--- src/rtl/fpsb_pkg.sv ---
package fpsb_pkg;
  typedef enum logic [1:0] {
    K_ADD  = 2'd0,
    K_MUL  = 2'd1,
    K_PAIR = 2'd2,
    K_NONE = 2'd3
  } op_kind_e;
endpackage

--- src/rtl/fpsb_unit_track.sv ---
// Occupancy and latency model of one pipelined unit.
module fpsb_unit_track #(
  parameter int TAGW = 5,
  parameter int LAT  = 3,
  parameter int GAP  = 2
) (
  input  logic            clk,
  input  logic            rst,
  input  logic            fire,
  input  logic [TAGW-1:0] fire_tag,
  output logic            ready,
  output logic            retire_v,
  output logic [TAGW-1:0] retire_tag,
  output logic            done_v,
  output logic [TAGW-1:0] done_tag
);
  localparam int CW = (GAP > 1) ? $clog2(GAP) : 1;

  logic            vld [1:LAT];
  logic [TAGW-1:0] tg  [1:LAT];
  logic [CW-1:0]   cool;

  for (genvar k = 1; k <= LAT; k++) begin : g_stage
    if (k == 1) begin : g_head
      always_ff @(posedge clk) begin
        vld[k] <= rst ? 1'b0 : fire;
        tg[k]  <= fire_tag;
      end
    end else begin : g_body
      always_ff @(posedge clk) begin
        vld[k] <= rst ? 1'b0 : vld[k-1];
        tg[k]  <= tg[k-1];
      end
    end
  end

  always_ff @(posedge clk) begin
    if (rst)             cool <= '0;
    else if (fire)       cool <= CW'(GAP - 1);
    else if (cool != '0) cool <= cool - 1'b1;
  end

  assign ready      = (cool == '0);
  assign retire_v   = vld[LAT-1];
  assign retire_tag = tg[LAT-1];
  assign done_v     = vld[LAT];
  assign done_tag   = tg[LAT];
endmodule

--- src/rtl/fpsb_pending_file.sv ---
// One pending bit per register: set on dispatch, cleared as the result lands.
module fpsb_pending_file #(
  parameter int TAGW = 5,
  parameter int NREG = 32
) (
  input  logic            clk,
  input  logic            rst,
  input  logic            set_a,
  input  logic [TAGW-1:0] set_a_tag,
  input  logic            set_m,
  input  logic [TAGW-1:0] set_m_tag,
  input  logic            clr_a,
  input  logic [TAGW-1:0] clr_a_tag,
  input  logic            clr_m,
  input  logic [TAGW-1:0] clr_m_tag,
  output logic [NREG-1:0] pend
);
  function automatic logic [NREG-1:0] sel(input logic en, input logic [TAGW-1:0] t);
    return en ? (NREG'(1) << t) : '0;
  endfunction

  logic [NREG-1:0] set_mask, clr_mask;
  assign set_mask = sel(set_a, set_a_tag) | sel(set_m, set_m_tag);
  assign clr_mask = sel(clr_a, clr_a_tag) | sel(clr_m, clr_m_tag);

  always_ff @(posedge clk) begin
    if (rst) pend <= '0;
    else     pend <= (pend & ~clr_mask) | set_mask;
  end
endmodule

--- src/rtl/fpsb_issue_ctrl.sv ---
// Combinational dispatch decision for the head operation.
module fpsb_issue_ctrl import fpsb_pkg::*; #(
  parameter int TAGW = 5,
  parameter int NREG = 32
) (
  input  logic            in_valid,
  input  logic [1:0]      in_kind,
  input  logic [TAGW-1:0] a_dst,
  input  logic [TAGW-1:0] a_src0,
  input  logic [TAGW-1:0] a_src1,
  input  logic [TAGW-1:0] m_dst,
  input  logic [TAGW-1:0] m_src0,
  input  logic [TAGW-1:0] m_src1,
  input  logic [NREG-1:0] pend,
  input  logic            add_ready,
  input  logic            mul_ready,
  output logic            issue_ok,
  output logic            stall,
  output logic            fire_add,
  output logic            fire_mul,
  output logic            pair_linked
);
  function automatic logic half_clear(input logic [NREG-1:0] p,
                                      input logic [TAGW-1:0] d,
                                      input logic [TAGW-1:0] s0,
                                      input logic [TAGW-1:0] s1);
    return !(p[d] || p[s0] || p[s1]);
  endfunction

  function automatic logic halves_linked(input logic [TAGW-1:0] ad,
                                         input logic [TAGW-1:0] as0,
                                         input logic [TAGW-1:0] as1,
                                         input logic [TAGW-1:0] md,
                                         input logic [TAGW-1:0] ms0,
                                         input logic [TAGW-1:0] ms1);
    return (ad == md) || (ms0 == ad) || (ms1 == ad) || (as0 == md) || (as1 == md);
  endfunction

  op_kind_e kind;
  logic a_ok, m_ok, go, kind_live;

  assign kind        = op_kind_e'(in_kind);
  assign a_ok        = add_ready && half_clear(pend, a_dst, a_src0, a_src1);
  assign m_ok        = mul_ready && half_clear(pend, m_dst, m_src0, m_src1);
  assign pair_linked = halves_linked(a_dst, a_src0, a_src1, m_dst, m_src0, m_src1);

  always_comb begin
    go        = 1'b0;
    kind_live = 1'b1;
    fire_add  = 1'b0;
    fire_mul  = 1'b0;
    unique case (kind)
      K_ADD:  begin go = a_ok; fire_add = in_valid && a_ok; end
      K_MUL:  begin go = m_ok; fire_mul = in_valid && m_ok; end
      K_PAIR: begin
        go       = a_ok && m_ok && !pair_linked;
        fire_add = in_valid && go;
        fire_mul = in_valid && go;
      end
      K_NONE: kind_live = 1'b0;
    endcase
  end

  assign issue_ok = in_valid && go;
  assign stall    = in_valid && kind_live && !go;
endmodule

--- src/rtl/fp_dual_issue_sb.sv ---
module fp_dual_issue_sb import fpsb_pkg::*; #(
  parameter int TAGW = 5,
  parameter int LAT  = 3,
  parameter int GAP  = 2
) (
  input  logic            clk,
  input  logic            rst,
  input  logic            in_valid,
  input  logic [1:0]      in_kind,
  input  logic [TAGW-1:0] a_dst,
  input  logic [TAGW-1:0] a_src0,
  input  logic [TAGW-1:0] a_src1,
  input  logic [TAGW-1:0] m_dst,
  input  logic [TAGW-1:0] m_src0,
  input  logic [TAGW-1:0] m_src1,
  output logic            issue_ok,
  output logic            stall,
  output logic            add_done,
  output logic [TAGW-1:0] add_done_tag,
  output logic            mul_done,
  output logic [TAGW-1:0] mul_done_tag
);
  localparam int NREG = 1 << TAGW;

  logic [NREG-1:0] pend;
  logic            add_ready, mul_ready;
  logic            fire_add, fire_mul, pair_linked;
  logic            add_ret_v, mul_ret_v;
  logic [TAGW-1:0] add_ret_tag, mul_ret_tag;

  fpsb_issue_ctrl #(.TAGW(TAGW), .NREG(NREG)) u_ctrl (
    .in_valid, .in_kind, .a_dst, .a_src0, .a_src1, .m_dst, .m_src0, .m_src1,
    .pend, .add_ready, .mul_ready,
    .issue_ok, .stall, .fire_add, .fire_mul, .pair_linked
  );

  fpsb_unit_track #(.TAGW(TAGW), .LAT(LAT), .GAP(GAP)) u_add (
    .clk, .rst, .fire(fire_add), .fire_tag(a_dst), .ready(add_ready),
    .retire_v(add_ret_v), .retire_tag(add_ret_tag),
    .done_v(add_done), .done_tag(add_done_tag)
  );

  fpsb_unit_track #(.TAGW(TAGW), .LAT(LAT), .GAP(GAP)) u_mul (
    .clk, .rst, .fire(fire_mul), .fire_tag(m_dst), .ready(mul_ready),
    .retire_v(mul_ret_v), .retire_tag(mul_ret_tag),
    .done_v(mul_done), .done_tag(mul_done_tag)
  );

  fpsb_pending_file #(.TAGW(TAGW), .NREG(NREG)) u_pend (
    .clk, .rst,
    .set_a(fire_add), .set_a_tag(a_dst),
    .set_m(fire_mul), .set_m_tag(m_dst),
    .clr_a(add_ret_v), .clr_a_tag(add_ret_tag),
    .clr_m(mul_ret_v), .clr_m_tag(mul_ret_tag),
    .pend
  );
endmodule

--- config.mk ---
export PLATFORM = sky130hd
export DESIGN_NAME = fp_dual_issue_sb
export DESIGN_NICKNAME = d
export VERILOG_FILES = /design/src/rtl/fpsb_pkg.sv /design/src/rtl/fpsb_unit_track.sv /design/src/rtl/fpsb_pending_file.sv /design/src/rtl/fpsb_issue_ctrl.sv /design/src/rtl/fp_dual_issue_sb.sv
export SDC_FILE = /design/constraint.sdc
export NUM_CORES = 1
export LEC_CHECK = 0
export BUFFER_PORTS_ARGS = -buffer_cell sky130_fd_sc_hd__buf_2
export CAP_MARGIN = 10
export CORE_MARGIN = 4
export CORE_UTILIZATION = 35
export DETAILED_ROUTE_END_ITERATION = 6
export HOLD_SLACK_MARGIN = 0.1
export PLACE_DENSITY = 0.66
export SETUP_SLACK_MARGIN = 0.4
export SLEW_MARGIN = 20
export SYNTH_ARGS = -nofsm -noshare
export SYNTH_HDL_FRONTEND = slang
export SYNTH_HIERARCHICAL = 1
export SYNTH_SLANG_ARGS = --single-unit
--- constraint.sdc ---
create_clock -name clk -period 3.15 [get_ports clk]
set_input_delay 0.4725 -clock clk [delete_from_list [all_inputs] [get_ports clk]]
set_output_delay 0.4725 -clock clk [all_outputs]
set_load 0.02 [all_outputs]
Word level (Yosys, flattened, before mapping)
Memory sizes are Yosys's and may differ from the RTL's.
Index checks and enable logic that the tools add are counted.
{ "totals": {"register_bits": 34, "latchBits": 0, "ram_bits": 36, "romBits": 0, "output_inout_bits": 14, "memories": 4} }
{ "mem_list": {"columns": ["memory", "words", "width", "rd", "rd_clocked_by_memory_dff", "write_ports", "line_no", "source"], "rows": [
  ["u_add.tg", 3, 5, 3, 0, 3, "fpsb_unit_track.sv:20", "logic [TAGW-1:0] tg [1:LAT];"],
  ["u_mul.tg", 3, 5, 3, 0, 3, "fpsb_unit_track.sv:20", null],
  ["u_add.vld", 3, 1, 3, 0, 3, "fpsb_unit_track.sv:19", "logic vld [1:LAT];"],
  ["u_mul.vld", 3, 1, 3, 0, 3, "fpsb_unit_track.sv:19", null]
]} }
{ "classes": {"addsub": 2, "n_mul": 0, "div_mod_pow": 0, "order_cmp": 6, "n_eq_ne": 8, "n_shift": 4, "mux": 30, "n_bitwise": 7, "n_reduce_logical": 23} }
{ "op_table": {"columns": ["op", "n"], "rows": [
  ["32-bit 2-to-1 mux", 4],
  ["1-bit by 5-bit left shift with 32-bit output (first input constant)", 4],
  ["32-bit bitwise OR", 3],
  ["5-bit by 6-bit less-than comparator with 1-bit output (second input constant)", 6],
  ["32-bit AND", 1],
  ["32-bit NOT", 1],
  ["1-bit binary-select mux with 5-bit select", 6],
  ["5-bit equality test", 5],
  ["1-bit 2-to-1 mux", 17],
  ["1-bit logical AND", 10],
  ["1-bit logical OR", 8],
  ["2-bit equality test (second input constant)", 2],
  ["1-bit zero test", 4],
  ["1-bit one-hot mux with 2 select lines", 2],
  ["1-bit one-hot mux with 3 select lines", 1],
  ["2-bit by 1-bit equality test with 1-bit output (second input constant)", 1],
  ["2-bit zero test", 1],
  ["1-bit NOT", 2],
  ["1-bit subtractor (second input constant)", 2]
]} }

Depth between registers and ports, before layout
Gate-level depths: netlist of the first run.
{ "logic_depth": {"depth_word": 13, "ltp_mapped": 12} }

Hierarchy
The synthesis of the first run kept the hierarchy.
{ "modules_own_cells": {"columns": ["module", "instances", "cells_per_inst", "area_per_inst_um2"], "rows": [
  ["fpsb_issue_ctrl", 1, 234, 2232.1],
  ["fpsb_pending_file", 1, 191, 1810.5],
  ["fpsb_unit_track", 2, 32, 457.9]
]} }

Worst setup path after synthesis of the first run
OpenSTA, ideal clock, no wires.
{ "synth_timing": {"path_kind": "input port to output port", "startpoint": "input port m_src1[1]", "endpoint": "output port issue_ok", "t_arrival_ps": 2811, "required_ps": 2677, "slack_ps": -134, "path_stages": 9, "n_path_buf": 2, "path_cell_list": "clkbuf_1 buf_2 mux2i_1 a22oi_1 nand3_1 a21boi_0 or4_4 or4_1 a21oi_1"} }
{ "synth_via": {"elab_chain_cells": 9} }
{ "synth_lines": {"columns": ["element", "line_no", "source"], "rows": [
  ["start: declaration", "fp_dual_issue_sb.sv:15", "input logic [TAGW-1:0] m_src1,"],
  ["1-bit binary-select mux with 5-bit select", "fpsb_issue_ctrl.sv:27", "return !(p[d] || p[s0] || p[s1]);"],
  ["1-bit 2-to-1 mux (implied by the code)", "fpsb_issue_ctrl.sv:27", null],
  ["1-bit logical OR", "fpsb_issue_ctrl.sv:27", null],
  ["1-bit zero test", "fpsb_issue_ctrl.sv:27", null],
  ["1-bit logical AND", "fpsb_issue_ctrl.sv:44", "assign m_ok = mul_ready && half_clear(pend, m_dst, m_src0, m_src1);"],
  ["1-bit logical AND (2 in series)", "fpsb_issue_ctrl.sv:56", "go = a_ok && m_ok && !pair_linked;"],
  ["1-bit one-hot mux with 3 select lines *", "fpsb_issue_ctrl.sv:52", "unique case (kind)"],
  ["1-bit logical AND *", "fpsb_issue_ctrl.sv:64", "assign issue_ok = in_valid && go;"],
  ["end: declaration", "fp_dual_issue_sb.sv:16", "output logic issue_ok,"]
]} }
Every way passes the cells marked *; elsewhere a longest branch is shown, timed or not. The select of a mux whose other input is x is not followed.

Worst setup path after layout of the first run
{ "layout_timing": {"startpoint": "register u_pend.pend[25]", "endpoint": "output port stall"} }
{ "layout_via": {"elab_chain_cells": 11} }
{ "layout_lines": {"columns": ["element", "line_no", "source"], "rows": [
  ["start: declaration", "fpsb_pending_file.sv:16", "output logic [NREG-1:0] pend"],
  ["start signal: assignment", "fpsb_pending_file.sv:28", "else pend <= (pend & ~clr_mask) | set_mask;"],
  ["1-bit binary-select mux with 5-bit select", "fpsb_issue_ctrl.sv:27", null],
  ["1-bit 2-to-1 mux (implied by the code)", "fpsb_issue_ctrl.sv:27", null],
  ["1-bit logical OR (2 in series)", "fpsb_issue_ctrl.sv:27", null],
  ["1-bit zero test", "fpsb_issue_ctrl.sv:27", null],
  ["1-bit logical AND, on equally long branches", "fpsb_issue_ctrl.sv:43, fpsb_issue_ctrl.sv:44", null],
  ["1-bit logical AND (2 in series)", "fpsb_issue_ctrl.sv:56", null],
  ["1-bit one-hot mux with 3 select lines *", "fpsb_issue_ctrl.sv:52", null],
  ["1-bit zero test *", "fpsb_issue_ctrl.sv:65", "assign stall = in_valid && kind_live && !go;"],
  ["1-bit logical AND *", "fpsb_issue_ctrl.sv:65", null],
  ["end: declaration", "fp_dual_issue_sb.sv:17", "output logic stall,"]
]} }
Marked as above.

==> results of run 1 <==
-- routing by layer --
layer | vias up | track usage
li1 | 2088 | -
met1 | 2415 | 0.293
met2 | 349 | 0.370
met3 | 83 | 0.0468
met4 | 0 | 0.129
met5 | - | 0
-- state kept, by name, indices dropped and copies added, names as in the netlist --
signal and count:
u_mul/tg 15, u_add/tg 15, u_mul/vld 3, u_add/vld 3
u_pend/pend 32
-- cell type report --
type / count / area [um2]
Clock buffer: 12 / 256
Clock inverter: 4 / 47.5
Fill cell: 1342 / 7710
Inverter: 14 / 52.6
Multi-Input combinational cell: 350 / 3360
Sequential cell: 68 / 1400
Tap cell: 180 / 225
Timing Repair Buffer: 123 / 836
-- layout by cell type, fill, tap and decap left out, types with 3 or more instances in the layout --
master,n
sky130_fd_sc_hd__mux4_1,3
sky130_fd_sc_hd__a21oi_2,5
sky130_fd_sc_hd__buf_4,72
sky130_fd_sc_hd__nand4b_1,7
sky130_fd_sc_hd__nand4bb_1,6
sky130_fd_sc_hd__mux2_2,5
sky130_fd_sc_hd__o211ai_1,5
sky130_fd_sc_hd__mux2i_1,33
sky130_fd_sc_hd__nand4_1,5
sky130_fd_sc_hd__xnor2_1,19
sky130_fd_sc_hd__nand3_1,9
sky130_fd_sc_hd__clkbuf_16,9
sky130_fd_sc_hd__nor3_1,4
sky130_fd_sc_hd__nor2b_1,12
sky130_fd_sc_hd__and4b_1,3
sky130_fd_sc_hd__mux4_2,30
sky130_fd_sc_hd__buf_6,4
sky130_fd_sc_hd__nor3b_1,3
sky130_fd_sc_hd__a22oi_1,27
sky130_fd_sc_hd__and4bb_2,5
sky130_fd_sc_hd__and4b_2,4
sky130_fd_sc_hd__nor2_1,14
sky130_fd_sc_hd__dfxtp_1,54
sky130_fd_sc_hd__dfxtp_2,7
sky130_fd_sc_hd__a21oi_1,29
sky130_fd_sc_hd__a22oi_2,14
sky130_fd_sc_hd__xor2_1,6
sky130_fd_sc_hd__ha_1,5
sky130_fd_sc_hd__dfxtp_4,7
sky130_fd_sc_hd__inv_1,14
sky130_fd_sc_hd__nand2_1,12
sky130_fd_sc_hd__o221ai_1,32
sky130_fd_sc_hd__buf_2,46
sky130_fd_sc_hd__nand2b_1,7
-- power breakdown --
part	internal [mW]	leakage, nW	switching [mW]
logic	0.180	1.60	0.236
clock network	0.653	0.149	0.360
registers	0.880	0.569	0.0220
-- timing repair --
item	in CTS	in global routing
gates cloned	1	0
setup endpoints to repair	34	36
pin swaps	8	18
setup buffers	3	2
resized for setup	34	28
-- path summary, 6_finish.rpt --
kind                     end  slack, ps
max                    stall       -340
min           u_add/tg[0][5]        320
max reg2reg  u_pend/pend[18]       -190
min reg2reg   u_add/tg[0][5]        320
-- per-stage QoR --
| step | TNS (ps) | power [mW] | area, um2 | utilization |
|---|---|---|---|---|
| after floorplan | 0 | 1.17 | 5030 | - |
| after global placement | -7920 | 1.30 | 5640 | 0.407 |
| after detailed placement | -8920 | 1.30 | 5640 | 0.407 |
| after CTS | -1900 | 2.33 | 6050 | 0.436 |
| after global routing | -7610 | 2.40 | 6170 | 0.445 |
| final | -4850 | 2.33 | 6170 | 0.445 |
==> impl_metrics.xml, run 1 <==
<?xml version="1.0" encoding="UTF-8"?>
<metrics>
  <group name="outcome">
    <metric name="run_status" unit="">complete, but fails checks</metric>
    <metric name="violations" unit="">setup timing</metric>
  </group>
  <group name="timing">
    <metric name="fin_crit_sh" unit="">1.11</metric>
    <metric name="final.min_clock_period" unit="ps">3490</metric>
    <metric name="max_slew_margin" unit="">0.431</metric>
    <metric name="max_slew.worst_pin.slew" unit="ps">850</metric>
    <metric name="worst_slack" unit="ps">-345</metric>
    <metric name="finalSetupViolCount" unit="">34</metric>
    <metric name="rsz0062_at_grt" unit="">yes</metric>
    <metric name="final_max_slew_viol_count" unit="">0</metric>
    <metric name="hold_viol" unit="">0</metric>
    <metric name="timing.hold.ws" unit="ps">324</metric>
    <metric name="finClkSkew" unit="ps">5.12</metric>
    <metric name="fmax" unit="GHz">0.286</metric>
  </group>
  <group name="detailed_routing">
    <metric name="via_count_normalized_by_instance_count" unit="">6.57</metric>
    <metric name="post-route-drc-count" unit="">0</metric>
    <metric name="drt_iter0_markers" unit="">664</metric>
    <metric name="top_layer_used" unit="">met4</metric>
    <metric name="postRouteWirelength" unit="mm">19.4</metric>
    <metric name="via_total_after_detailed_routing" unit="">4935</metric>
    <metric name="ant_nets" unit="">0</metric>
    <metric name="drt-pass1-iter-count" unit="">7</metric>
    <metric name="met1_length" unit="mm">7.43</metric>
    <metric name="route.met3.wl" unit="mm">2.02</metric>
    <metric name="met2WireLength" unit="mm">8.72</metric>
    <metric name="wl_per_cell" unit="um">25.8</metric>
  </group>
  <group name="floorplanning">
    <metric name="pin_count" unit="">49</metric>
    <metric name="core_region_area" unit="mm2">0.0139</metric>
    <metric name="die-height" unit="um">127</metric>
    <metric name="die_x" unit="um">127</metric>
    <metric name="start_util" unit="">0.357</metric>
    <metric name="fp.dieArea" unit="mm2">0.0161</metric>
    <metric name="core.rowCount" unit="">43</metric>
  </group>
  <group name="clocking">
    <metric name="ctsRootBufferMaster" unit="">sky130_fd_sc_hd__clkbuf_16</metric>
    <metric name="post_cts_hold_buffer_count" unit="">0</metric>
    <metric name="clock_tree.buffer_depth" unit="">2</metric>
    <metric name="clk_pin_slew_worst_paths" unit="ps">50</metric>
    <metric name="worstSkewPairLatency" unit="ps">330</metric>
    <metric name="tritoncts_clock_tree" unit="">built</metric>
    <metric name="tritoncts.num_buffers" unit="">9</metric>
    <metric name="cts.htree.levels" unit="">3</metric>
    <metric name="cts.sink_count" unit="">68</metric>
  </group>
  <group name="setup_path">
    <metric name="crit_path_start_kind" unit="">flip-flop</metric>
    <metric name="kind_of_critical_path" unit="">reg2out</metric>
    <metric name="worstSetupEndpointType" unit="">primary output</metric>
    <metric name="cp_cell_sequence" unit="">mux4_2, mux2i_1, o22a_1, nand4_1, or4_4, or4_4, and4b_2, buf_6</metric>
    <metric name="path_delay_family" unit="">simple AND/OR/NAND/NOR gates</metric>
    <metric name="cp.buffers_inverters" unit="">1</metric>
    <metric name="timing.rr.start" unit="">u_pend/pend[25]</metric>
    <metric name="path_common_cell" unit="">sky130_fd_sc_hd__or4_4</metric>
    <metric name="crit_path_max_incr_delay" unit="ps">530</metric>
    <metric name="startpoint" unit="">u_pend/pend[25]</metric>
    <metric name="worst_endpoint_required_time" unit="ps">2680</metric>
    <metric name="critical_path_depth" unit="">8</metric>
    <metric name="critical-path-slowest-cell" unit="">sky130_fd_sc_hd__or4_4</metric>
    <metric name="timing.critical_path.arrival" unit="ps">3020</metric>
    <metric name="critical_path.max_fanout" unit="">3</metric>
    <metric name="timing.reg2reg.worst_path_depth" unit="">13</metric>
  </group>
  <group name="power">
    <metric name="p_leak" unit="nW">2.32</metric>
    <metric name="vdd.ir_drop.worst" unit="uV">268</metric>
    <metric name="p_per_area" unit="mW/mm2">377</metric>
  </group>
  <group name="worst_hold_path">
    <metric name="hold_class" unit="">reg2reg</metric>
    <metric name="hp-start" unit="">u_add/tg[0][0]</metric>
    <metric name="cell_depth_of_the_worst_hold_path" unit="">0</metric>
  </group>
  <group name="cells_and_area">
    <metric name="fin_nets" unit="">606</metric>
    <metric name="syn2layout_area_growth" unit="%">24.6</metric>
    <metric name="layoutNonFillerInstCount" unit="">751</metric>
    <metric name="final_layout_size_suffix_gt1_frac" unit="">0.406</metric>
    <metric name="antenna_cells" unit="">0</metric>
  </group>
  <group name="yosys">
    <metric name="synth.cell_area" unit="mm2">0.00495</metric>
    <metric name="syn_avg_cell_area" unit="um2">10.2</metric>
    <metric name="ys_warn_count" unit="">6</metric>
    <metric name="synth_fp_nets" unit="">528</metric>
    <metric name="synthCells" unit="">488</metric>
  </group>
  <group name="grt">
    <metric name="grt_max_degree" unit="">39</metric>
    <metric name="globalRouteOverflowTotal" unit="">0</metric>
    <metric name="grt_use_total" unit="">0.232</metric>
    <metric name="grt_first_pass_wirelength" unit="mm">28.3</metric>
    <metric name="grt_pass1_vias" unit="">4688</metric>
    <metric name="antenna_found_initial" unit="">0</metric>
  </group>
  <group name="placed_design">
    <metric name="detailedPlacementHpwl" unit="mm">14.1</metric>
    <metric name="cell_count_after_placement" unit="">729</metric>
    <metric name="place.port_buffers" unit="">48</metric>
    <metric name="gpl.final_weighted_congestion" unit="">1.02</metric>
    <metric name="dp_worst_slack" unit="ps">-344</metric>
  </group>
  <group name="run">
    <metric name="number_of_max_cap_violations" unit="">0</metric>
  </group>
</metrics>
No activity file was read; power rests on OpenSTA's default activity.
==> inputs of run 2 (changes only) <==
CELL_PAD_IN_SITES_DETAIL_PLACEMENT = 0   (was unset)
CELL_PAD_IN_SITES_GLOBAL_PLACEMENT = 1   (was unset)
PLACE_DENSITY = 0.77   (was 0.66)
SLEW_MARGIN = 15   (was 20)
==> run 2 against run 1 <==
Effect of this change: the flow still finishes with violations (setup timing); count of clock-buffer cells in the layout is 3 lower; flip-flop and latch count stayed put; sequential share of layout area is 0.27 points higher; critical path depth is 1 higher; sequential power is 0.6% higher; hold slack worse by 0.60 ps; global-route usage is 1.2 points lower; via count is 2.9% lower; setup slack better by 28 ps; wire length is 7.5% lower.
==> impl_metrics.xml, run 2 (same netlist as run 1, synthesis figures left out) <==
<?xml version="1.0" encoding="UTF-8"?>
<metrics>
  <group name="outcome">
    <metric name="run_status" unit="">complete, but fails checks</metric>
    <metric name="violations" unit="">setup timing</metric>
  </group>
  <group name="timing">
    <metric name="finClkSkew" unit="ps">7.44</metric>
    <metric name="max_slew.worst_pin.slew" unit="ps">728</metric>
    <metric name="finalSetupViolCount" unit="">4</metric>
    <metric name="rsz0062_at_grt" unit="">yes</metric>
    <metric name="final_max_slew_viol_count" unit="">0</metric>
    <metric name="fmax" unit="GHz">0.288</metric>
    <metric name="fin_crit_sh" unit="">1.10</metric>
    <metric name="final.min_clock_period" unit="ps">3470</metric>
    <metric name="fin_setup_tns" unit="ps">-555</metric>
    <metric name="hold_viol" unit="">0</metric>
    <metric name="max_slew_margin" unit="">0.514</metric>
    <metric name="worst_slack" unit="ps">-317</metric>
  </group>
  <group name="grt">
    <metric name="grt_first_pass_wirelength" unit="mm">27.6</metric>
    <metric name="globalRouteOverflowTotal" unit="">0</metric>
    <metric name="grt_use_total" unit="">0.219</metric>
    <metric name="grt_max_degree" unit="">39</metric>
    <metric name="grt_pass1_vias" unit="">4707</metric>
    <metric name="antenna_found_initial" unit="">0</metric>
  </group>
  <group name="cells_and_area">
    <metric name="antenna_cells" unit="">0</metric>
    <metric name="biggest_register" unit="">u_pend/pend</metric>
    <metric name="finish.instance_area" unit="mm2">0.00605</metric>
    <metric name="layout_common_cells" unit="">sky130_fd_sc_hd__buf_4 (62), sky130_fd_sc_hd__dfxtp_1 (49), sky130_fd_sc_hd__buf_2 (47)</metric>
    <metric name="syn2layout_area_growth" unit="%">22.2</metric>
    <metric name="final_layout_size_suffix_gt1_frac" unit="">0.384</metric>
    <metric name="largest_registers" unit="">u_pend/pend: 32 flops, u_add/tg: 15 flops, u_mul/tg: 15 flops</metric>
    <metric name="leading_cell_type_in_the_layout_fill_and_taps_excluded" unit="">sky130_fd_sc_hd__buf_4</metric>
    <metric name="largest_reg_flops" unit="">32</metric>
    <metric name="fin_nets" unit="">598</metric>
    <metric name="nFillCells" unit="">1327</metric>
  </group>
  <group name="setup_path">
    <metric name="crit_path_start_kind" unit="">input pin</metric>
    <metric name="timing.critical_path.arrival" unit="ps">2990</metric>
    <metric name="kind_of_critical_path" unit="">in2out</metric>
    <metric name="worst_endpoint_required_time" unit="ps">2680</metric>
    <metric name="worstSetupEndpointType" unit="">primary output</metric>
    <metric name="r2r_slack" unit="ps">-10</metric>
    <metric name="critical_path.max_fanout" unit="">14</metric>
  </group>
  <group name="run">
    <metric name="number_of_max_cap_violations" unit="">0</metric>
  </group>
  <group name="floorplanning">
    <metric name="core.rowCount" unit="">43</metric>
    <metric name="die-height" unit="um">127</metric>
    <metric name="pin_count" unit="">49</metric>
    <metric name="start_util" unit="">0.357</metric>
    <metric name="fp.dieArea" unit="mm2">0.0161</metric>
    <metric name="core_region_area" unit="mm2">0.0139</metric>
    <metric name="die_x" unit="um">127</metric>
  </group>
  <group name="clocking">
    <metric name="ctsRootBufferMaster" unit="">sky130_fd_sc_hd__clkbuf_16</metric>
    <metric name="worstSkewPairLatency" unit="ps">320</metric>
    <metric name="post_cts_hold_buffer_count" unit="">0</metric>
    <metric name="cts.sink_count" unit="">68</metric>
    <metric name="tritoncts_clock_tree" unit="">built</metric>
    <metric name="clk_pin_slew_worst_paths" unit="ps">60</metric>
    <metric name="clock_tree.buffer_depth" unit="">2</metric>
    <metric name="tritoncts.num_buffers" unit="">9</metric>
    <metric name="cts.htree.levels" unit="">3</metric>
  </group>
  <group name="power">
    <metric name="vdd.ir_drop.worst" unit="uV">272</metric>
    <metric name="totalPowerFinal" unit="mW">2.35</metric>
    <metric name="p_leak" unit="nW">2.28</metric>
    <metric name="p_per_area" unit="mW/mm2">388</metric>
  </group>
  <group name="placed_design">
    <metric name="placement.cell_area" unit="mm2">0.00565</metric>
    <metric name="dp_worst_slack" unit="ps">-276</metric>
    <metric name="detailedPlacementHpwl" unit="mm">13.7</metric>
    <metric name="place.port_buffers" unit="">48</metric>
    <metric name="gpl.final_weighted_congestion" unit="">1.05</metric>
  </group>
  <group name="detailed_routing">
    <metric name="post-route-drc-count" unit="">0</metric>
    <metric name="via_count_normalized_by_instance_count" unit="">6.46</metric>
    <metric name="via_total_after_detailed_routing" unit="">4794</metric>
    <metric name="drt-pass1-iter-count" unit="">5</metric>
    <metric name="wl_per_cell" unit="um">24.2</metric>
    <metric name="drt_iter0_markers" unit="">776</metric>
    <metric name="ant_nets" unit="">0</metric>
    <metric name="postRouteWirelength" unit="mm">17.9</metric>
  </group>
  <group name="worst_hold_path">
    <metric name="hold_class" unit="">reg2reg</metric>
  </group>
</metrics>
-- run 2: cell types whose count changed in the layout (fill, tap and decap cells not counted), sizes merged --
cell and delta:
buf -8, clkbuf -3, bufinv +1, clkinv -1, clkinvlp +1, inv +1
-- run 2: what timing repair did --
action	4_1_cts	5_1_grt
setup buffers	1	0
resized for setup	32	8
endpoints found under the setup margin	34	35
pin swaps	3	3
endpoints found under the hold margin	0	0
-- run 2: path summary, 6_finish.rpt --
kind	startpoint	end	depth (start not counted)
worst max-delay path	m_dst[2]	stall	9
worst min register to register	u_add/tg[0][0]	u_add/tg[0][5]	0
worst max register to register	u_pend/pend[14]	u_pend/pend[8]	12
worst min-delay path	u_add/tg[0][0]	u_add/tg[0][5]	0
-- run 2: cell type report --
type | count | area, um2 | area share
timing repair buffer | 115 | 795 | 0.131
multi-input combinational | 350 | 3280 | 0.542
inverter | 14 | 52.6 | 0.00868
clock inverter | 6 | 88.8 | 0.0147
tap | 180 | 225 | 0.0372
clock buffer | 9 | 225 | 0.0372
sequential | 68 | 1390 | 0.229
-- run 2: metrics by stage --
stage / std cells / hold WS [ps] / util
floorplan: 488 / 310 / -
global placement: 726 / 310 / 0.407
detailed placement: 726 / 312 / 0.407
CTS: 742 / 325 / 0.434
global route: 742 / 332 / 0.436
finish: 742 / 323 / 0.436
-- run 2: critical path, cell delays in order --
cell,delay [ps]
sky130_fd_sc_hd__buf_2,160
sky130_fd_sc_hd__buf_4,230
sky130_fd_sc_hd__mux4_2,310
sky130_fd_sc_hd__o2111ai_1,270
sky130_fd_sc_hd__nand4_1,130
sky130_fd_sc_hd__or4_4,510
sky130_fd_sc_hd__or4_4,510
sky130_fd_sc_hd__and4b_2,230
sky130_fd_sc_hd__buf_2,160
-- run 2: routing by layer --
metal | vias up | wire [um] | track usage
met5 | - | 0 | 0
met4 | 0 | 870 | 0.107
met3 | 58 | 1940 | 0.0460
met2 | 365 | 7840 | 0.337
met1 | 2306 | 7290 | 0.294
li1 | 2065 | - | -
-- run 2: power breakdown --
part | leakage, nW | internal, mW | switching (mW)
combinational | 1.56 | 0.165 | 0.217
sequential | 0.569 | 0.885 | 0.0215
clock | 0.148 | 0.689 | 0.372
total | 2.28 | 1.74 | 0.610
